**src/rtl/rclk_pkg.sv**
```systemverilog
package rclk_pkg;

  // Strobes issued by the control unit to the datapath each core cycle.
  typedef struct packed {
    logic tapLoad;   // taps are being replaced at this edge
    logic armed;     // at least one edge has passed since reset
  } rclk_strobe_t;

endpackage

```
**src/rtl/rclk_delay_line.sv**
```systemverilog
module rclk_delay_line #(
  parameter int STAGES = 8,
  localparam int TAP_W = $clog2(STAGES)
) (
  input  logic             clk,
  input  logic             rstN,
  input  logic             din,
  input  logic [TAP_W-1:0] tap,
  output logic             dout
);

  logic [STAGES-1:0] stageQ;

  always_ff @(posedge clk or negedge rstN) begin
    if (!rstN) stageQ <= '0;
    else       stageQ <= {stageQ[STAGES-2:0], din};
  end

  // Stage 0 holds the newest sample; a tap beyond the last stage clamps.
  always_comb begin
    if (int'(tap) < STAGES) dout = stageQ[tap];
    else                    dout = stageQ[STAGES-1];
  end

endmodule

```
**src/rtl/rclk_ctrl.sv**
```systemverilog
module rclk_ctrl
  import rclk_pkg::*;
#(
  parameter int STAGES = 8,
  localparam int TAP_W = $clog2(STAGES),
  localparam int CNT_W = $clog2(STAGES + 1)
) (
  input  logic             clk,
  input  logic             rstN,
  input  logic             latchIn,
  input  logic [TAP_W-1:0] delaySel,
  input  logic             offsetSel,
  output logic [TAP_W-1:0] latchTap,
  output logic [TAP_W-1:0] pathTap,
  output rclk_strobe_t     strobes
);

  localparam logic [CNT_W-1:0] RUN_FULL = CNT_W'(STAGES);

  logic [CNT_W-1:0] lowRun;     // edges with latch low, saturating
  logic             armedQ;
  logic             loadNow;
  logic [TAP_W-1:0] trimmedTap;

  // Loading is allowed only when the whole latch register holds zeros and
  // the incoming sample is zero too, so swapping taps creates no edge.
  assign loadNow = !latchIn && (lowRun == RUN_FULL);

  always_comb begin
    if (delaySel >= TAP_W'(offsetSel)) trimmedTap = delaySel - TAP_W'(offsetSel);
    else                               trimmedTap = '0;
  end

  always_ff @(posedge clk or negedge rstN) begin
    if (!rstN) begin
      lowRun   <= RUN_FULL;
      armedQ   <= 1'b0;
      latchTap <= '0;
      pathTap  <= '0;
    end else begin
      armedQ <= 1'b1;
      if (latchIn)                lowRun <= '0;
      else if (lowRun != RUN_FULL) lowRun <= lowRun + 1'b1;
      if (loadNow) begin
        latchTap <= delaySel;
        pathTap  <= trimmedTap;
      end
    end
  end

  assign strobes.tapLoad = loadNow;
  assign strobes.armed   = armedQ;

  // taps stay put at any edge without a load strobe.
  p_tap_hold_r5: assert property (@(posedge clk) disable iff (!rstN)
    !loadNow |=> ($stable(latchTap) && $stable(pathTap)));

  // the path tap never exceeds the latch tap and trails it by at most one.
  p_path_trim_r3: assert property (@(posedge clk) disable iff (!rstN)
    (pathTap <= latchTap) && ((latchTap - pathTap) <= TAP_W'(1)));

endmodule

```
**src/rtl/rclk_datapath.sv**
```systemverilog
module rclk_datapath
  import rclk_pkg::*;
#(
  parameter int STAGES = 8,
  localparam int TAP_W = $clog2(STAGES),
  localparam int LANES = 3
) (
  input  logic             clk,
  input  logic             rstN,
  input  rclk_strobe_t     strobes,
  input  logic [TAP_W-1:0] latchTap,
  input  logic [TAP_W-1:0] pathTap,
  input  logic             latchIn,
  input  logic             bitClkIn,
  input  logic             dataIn,
  output logic             latchOut,
  output logic             bitClkOut,
  output logic             dataOut
);

  // Lane 0 is the latch strobe; lanes 1 and 2 share the path tap.
  logic [LANES-1:0] laneIn;
  logic [LANES-1:0] laneOut;

  assign laneIn = {dataIn, bitClkIn, latchIn};

  for (genvar lane = 0; lane < LANES; lane++) begin : g_lane
    logic [TAP_W-1:0] laneTap;
    if (lane == 0) begin : g_latch_sel
      assign laneTap = latchTap;
    end else begin : g_path_sel
      assign laneTap = pathTap;
    end
    rclk_delay_line #(.STAGES(STAGES)) line_i (
      .clk  (clk),
      .rstN (rstN),
      .din  (laneIn[lane]),
      .tap  (laneTap),
      .dout (laneOut[lane])
    );
  end

  assign latchOut  = laneOut[0];
  assign bitClkOut = laneOut[1];
  assign dataOut   = laneOut[2];

  // a tap swap happens only over an empty latch register.
  p_load_flush_r5: assert property (@(posedge clk) disable iff (!rstN)
    strobes.tapLoad |=> !latchOut);

  // at tap 0 the strobe lags its input by exactly one edge.
  p_tap0_latency_r2: assert property (@(posedge clk) disable iff (!rstN)
    (strobes.armed && latchTap == '0) |-> (latchOut == $past(latchIn)));

  // at path tap 0 bit clock and data both lag by exactly one edge.
  p_path0_matched_r4: assert property (@(posedge clk) disable iff (!rstN)
    (strobes.armed && pathTap == '0) |->
      (dataOut == $past(dataIn) && bitClkOut == $past(bitClkIn)));

endmodule

```
**src/rtl/rclk_aligner.sv**
```systemverilog
module rclk_aligner
  import rclk_pkg::*;
#(
  parameter int STAGES    = 8,
  parameter bit FALL_EDGE = 1'b0,
  localparam int TAP_W    = $clog2(STAGES)
) (
  input  logic             clk,
  input  logic             rstN,
  input  logic             bitClkIn,
  input  logic             dataIn,
  input  logic             latchIn,
  input  logic [TAP_W-1:0] delaySel,
  input  logic             offsetSel,
  output logic             bitClkOut,
  output logic             dataOut,
  output logic             latchOut
);

  logic             coreClk;
  logic [TAP_W-1:0] latchTap;
  logic [TAP_W-1:0] pathTap;
  rclk_strobe_t     strobes;

  // The edge choice is fixed at build time.
  if (FALL_EDGE) begin : g_fall
    assign coreClk = ~clk;
  end else begin : g_rise
    assign coreClk = clk;
  end

  rclk_ctrl #(.STAGES(STAGES)) ctrl_i (
    .clk       (coreClk),
    .rstN      (rstN),
    .latchIn   (latchIn),
    .delaySel  (delaySel),
    .offsetSel (offsetSel),
    .latchTap  (latchTap),
    .pathTap   (pathTap),
    .strobes   (strobes)
  );

  rclk_datapath #(.STAGES(STAGES)) path_i (
    .clk       (coreClk),
    .rstN      (rstN),
    .strobes   (strobes),
    .latchTap  (latchTap),
    .pathTap   (pathTap),
    .latchIn   (latchIn),
    .bitClkIn  (bitClkIn),
    .dataIn    (dataIn),
    .latchOut  (latchOut),
    .bitClkOut (bitClkOut),
    .dataOut   (dataOut)
  );

endmodule

```
**config.mk**
```make
export PLATFORM = sky130hd
export DESIGN_NAME = rclk_aligner
export DESIGN_NICKNAME = d
export VERILOG_FILES = /design/src/rtl/rclk_pkg.sv /design/src/rtl/rclk_delay_line.sv /design/src/rtl/rclk_ctrl.sv /design/src/rtl/rclk_datapath.sv /design/src/rtl/rclk_aligner.sv
export SDC_FILE = /design/constraint.sdc
export NUM_CORES = 1
export LEC_CHECK = 0
export BUFFER_PORTS_ARGS = -buffer_cell sky130_fd_sc_hd__buf_2
export CORE_ASPECT_RATIO = 1.2
export CORE_UTILIZATION = 30
export CTS_BUF_LIST = sky130_fd_sc_hd__clkbuf_4
export DETAILED_ROUTE_END_ITERATION = 7
export PLACE_DENSITY = 0.52
export SLEW_MARGIN = 10
export SYNTH_ARGS = -nofsm -noshare
export SYNTH_HDL_FRONTEND = slang
export SYNTH_SLANG_ARGS = --single-unit
export TNS_END_PERCENT = 50
```
**constraint.sdc**
```tcl
create_clock -name clk -period 2 [get_ports clk]
set_clock_uncertainty 0.2 [all_clocks]
set_input_delay 0.3 -clock clk [delete_from_list [all_inputs] [get_ports clk]]
set_output_delay 0.3 -clock clk [all_outputs]
set_load 0.05 [all_outputs]
```
==> results.md <==
- For flop-to-flop paths, the worst setup slack is 0.26 ns.
- The post-route minimum period is 2.18 ns.
- After detailed routing, the average wire length per cell comes to 11.9 µm.
- Entering global routing, the biggest net connects 35 pins.
- The share of the yosys chip area belonging to registers is 66.9%.
- Power comes to 0.00136 W.
- The clock net in this run drives a total of 34 sinks.
- Setup violations remaining at the end of the flow were counted as 3.
- Setup repair after global routing could not meet its margin everywhere.
- In this run the tool buffered the top-level ports with 11 buffer cells.
- The number of different library cells used by synthesis comes to 21.
- In this run the most critical hold path is launched from delaySel[1].
- The worst hold path terminates at ctrl_i.latchTap[1].
- The diode insertion count for antenna repair is 0.
- The number of cells on the worst reg-to-reg path is 4.
- Using the TritonRoute via totals, the vias-per-cell ratio works out to 4.36.
- The number of placement rows is 25.
- The TritonCTS clock tree is built.
- Counting flops with an async set or reset pin after synthesis yields a share of 100%.
- The proportion of layout cells with a drive suffix above 1 is 32.7%.
- The startpoint of the lowest-slack register-to-register path is ctrl_i.lowRun[0].
- The post-CTS setup repair buffer count is 0.
- The final layout contains 113 nets.
- For this block, the initial DRC count from the detailed router was 27.
- The number of global-route vias before repair was 697.
- The floorplan step defined a core boundary enclosing 4000 µm².
- After legalization and detailed placement, the total HPWL measured 1250 µm.
- The pre-antenna-repair detailed-routing pass consisted of 4 iterations.
- Yosys mapped a number of flops with a built-in enable equal to 0.
- The number of max-slew violations in the final report is 0.
- Setup total negative slack on the finished layout was measured at -0.337 ns.
- Counting along the longest clock path gives a buffer depth of 2.
- In this run the horizontal extent of the chip is 61.5 µm.
- The tree is rooted in a clkbuf_4.
- The type of element capturing the critical path is a primary output.
- In the synthesized netlist the dominant register cell turns out to be dfrtp_1.
- The count of yosys warnings during synthesis is 0.
- The finished layout holds 155 standard cells, fillers aside.
- The total CTS buffers is 5.
- STA classifies the critical path startpoint as a flip-flop.
- Measured against its own limit, the worst slew margin works out to 51.6%.
- The die outline area is 4510 µm².
- The detailed router placed 676 vias in this run.
- Dividing the synthesized area by the synthesized cell count gives 15.9 µm².
- The number of nets with antenna violations after detailed routing is 0.
- The worst hold slack after final layout is 0.0362 ns.
- Clock-pin slew was measured on the worst setup and hold paths at 0.09 ns.
- Synthesis produced a netlist with a net count of 93.
- The clock reaches the later pin of the worst-skew pair after 0.33 ns.
- The number of inserted filler cells in the final layout is 425.
- The number of cells after detailed placement is 143.
- The post-synthesis register bit count is 34.
- The arrival time of data at the critical path endpoint is 1.68 ns.
- At the pin with the least slew margin, the transition time is 0.726 ns.
- The total congestion overflow is 0.
- Setup slack on the critical path of the routed design comes to -0.176 ns.
- The max-cap check violation count is 0.
- The final number of hold-violating endpoints is 0.
- The terminus of the critical flop-to-flop path is ctrl_i.latchTap[0].
- The largest vdd supply drop is 0.336 mV.
- For this run, design rule violations remaining after detail routing come to 0.
- The global-route wire length before repair is 3290 µm.
- The worst hold path passes through 2 cells.
- The area growth from synthesis to layout is 17.5%.
- In this run the count of I/O pins placed on the die edge is 12.
- The fmax is 0.460 GHz.
- The congestion estimate from routability-driven global placement came to 0.640.
- The total detailed-routing wirelength is 1850 µm.
- The worst hold path belongs to the class input port to flip-flop.
- The initial antenna violation count is 0.
- The critical path is of the flip-flop to primary output type.
- The data required time at the worst endpoint is 1.50 ns.
- In this run the cell area of the synthesized design comes to 1270 µm².
- In this run the vertical extent of the chip is 73.4 µm.
- The leakage component of the power is 0.683 nW.
- The flow ran to the end, but the final reports show violations.
- The all-layer global routing usage is 10.8%.
- The H-tree was split into 2 levels.
- The total power density per cell area is 910 nW/µm².
- The worst path uses 109% of the clock period.
- For this configuration, the core starts out at a cell density of 31.8%.
- The synthesized instance count is 80.
- The final reports fail on setup timing.
- The highest fanout seen on the critical path is 3.
==> routing by layer <==
layer	GRT usage, %	up-vias	routed length [µm]
met2	13.5	15	778
met4	6.67	0	41
met1	14.7	341	915
li1	-	314	-
met5	0	-	0
met3	5.11	6	109
==> layout make-up <==
type / count / area [µm²] / area share (%)
Sequential cell: 34 / 853 / 57.0
Clock inverter: 2 / 8.76 / 0.585
Multi-Input combinational cell: 38 / 382 / 25.5
Tap cell: 54 / 67.6 / 4.52
Inverter: 6 / 22.5 / 1.51
Clock buffer: 6 / 45.0 / 3.01
Timing Repair Buffer: 15 / 118 / 7.86
==> synthesized netlist by cell type, types with 2 or more instances <==
cell type / n / area share, %
ha_1: 4 / 3.9
mux2_2: 5 / 4.4
nand2b_1: 2 / 0.98
xnor2_1: 2 / 1.4
nor2_1: 2 / 0.59
nor3_1: 2 / 0.79
mux4_1: 2 / 4.1
mux4_2: 4 / 7.1
nand2_1: 7 / 2.1
o22ai_1: 2 / 0.98
dfrtp_1: 33 / 65
inv_1: 6 / 1.8
==> critical path, stage by stage, from the launching register on <==
cell	delay, ns
dfrtp_1	0.41
mux4_2	0.51
mux2_4	0.29
buf_8	0.15
==> metrics by stage <==
step | utilization [%] | area, µm² | setup slack, ns
CTS | 37.3 | 1490 | -0.215
finish | 37.4 | 1500 | -0.176
global route | 37.4 | 1500 | -0.251
detailed placement | 34.5 | 1380 | 0.101
global placement | 34.5 | 1380 | 0.123
floorplan | - | 1270 | 0.170
==> cell usage in the layout (no fill, tap or decap), types with 2 or more instances in the layout <==
master,Yosys,layout
ha_1,4,4
buf_2,0,8
nand2b_1,2,2
buf_6,1,2
clkbuf_4,0,6
nand2_1,7,6
o22ai_1,2,2
nor3_1,2,2
mux4_2,4,6
xnor2_1,2,2
mux2_2,5,4
dlygate4sd3_1,0,4
nor2_1,2,2
inv_1,6,6
dfrtp_1,33,32
==> where the power goes <==
part	switching [W]	leakage [nW]	internal (W)
combinational	0.000109	0.247	0.000114
sequential	0.0000420	0.403	0.000735
clock	0.000216	0.0331	0.000145
total	0.000367	0.683	0.000995
==> what timing repair did <==
| action | in CTS | in global routing |
|---|---|---|
| pin swaps | 4 | 0 |
| hold endpoints to repair | 38 | 0 |
| gates cloned | 0 | 0 |
| gates resized for setup | 11 | 1 |
| hold buffers | 4 | 0 |
| endpoints found under the setup margin | 3 | 3 |
==> logic make-up after synthesis <==
kind of cell               Yosys count  share of synthesized area [%]
DFF                                 34                           66.9
and+or+nand+nor                     16                           6.48
muxes                               11                           15.6
buffers and inverters                8                           3.04
AOI/OAI and AO/OA                    4                           1.96
adders and majority gates            4                           3.93
xor gates and xnor gates             3                           2.06
==> sequential cells by signal, indices dropped and copies added (netlist names) <==
| register | flops |
|---|---|
| ctrl_i.lowRun | 4 |
| path_i.g_lane.line_i.stageQ | 24 |
| ctrl_i.pathTap | 3 |
| ctrl_i.latchTap | 3 |
==> worst max-delay path by stage <==
| stage | depth (start not counted) | slack (ns) | from | end |
|---|---|---|---|---|
| CTS | 3 | -0.22 | ctrl_i.latchTap[0] | latchOut |
| global placement | 3 | 0.12 | ctrl_i.latchTap[0] | latchOut |
| finish | 3 | -0.18 | ctrl_i.latchTap[0] | latchOut |
| floorplan | 4 | 0.17 | ctrl_i.pathTap[0] | bitClkOut |
| detailed placement | 3 | 0.10 | ctrl_i.latchTap[0] | latchOut |
| global route | 3 | -0.25 | ctrl_i.latchTap[0] | latchOut |
No activity file was read; power rests on OpenSTA's default activity.
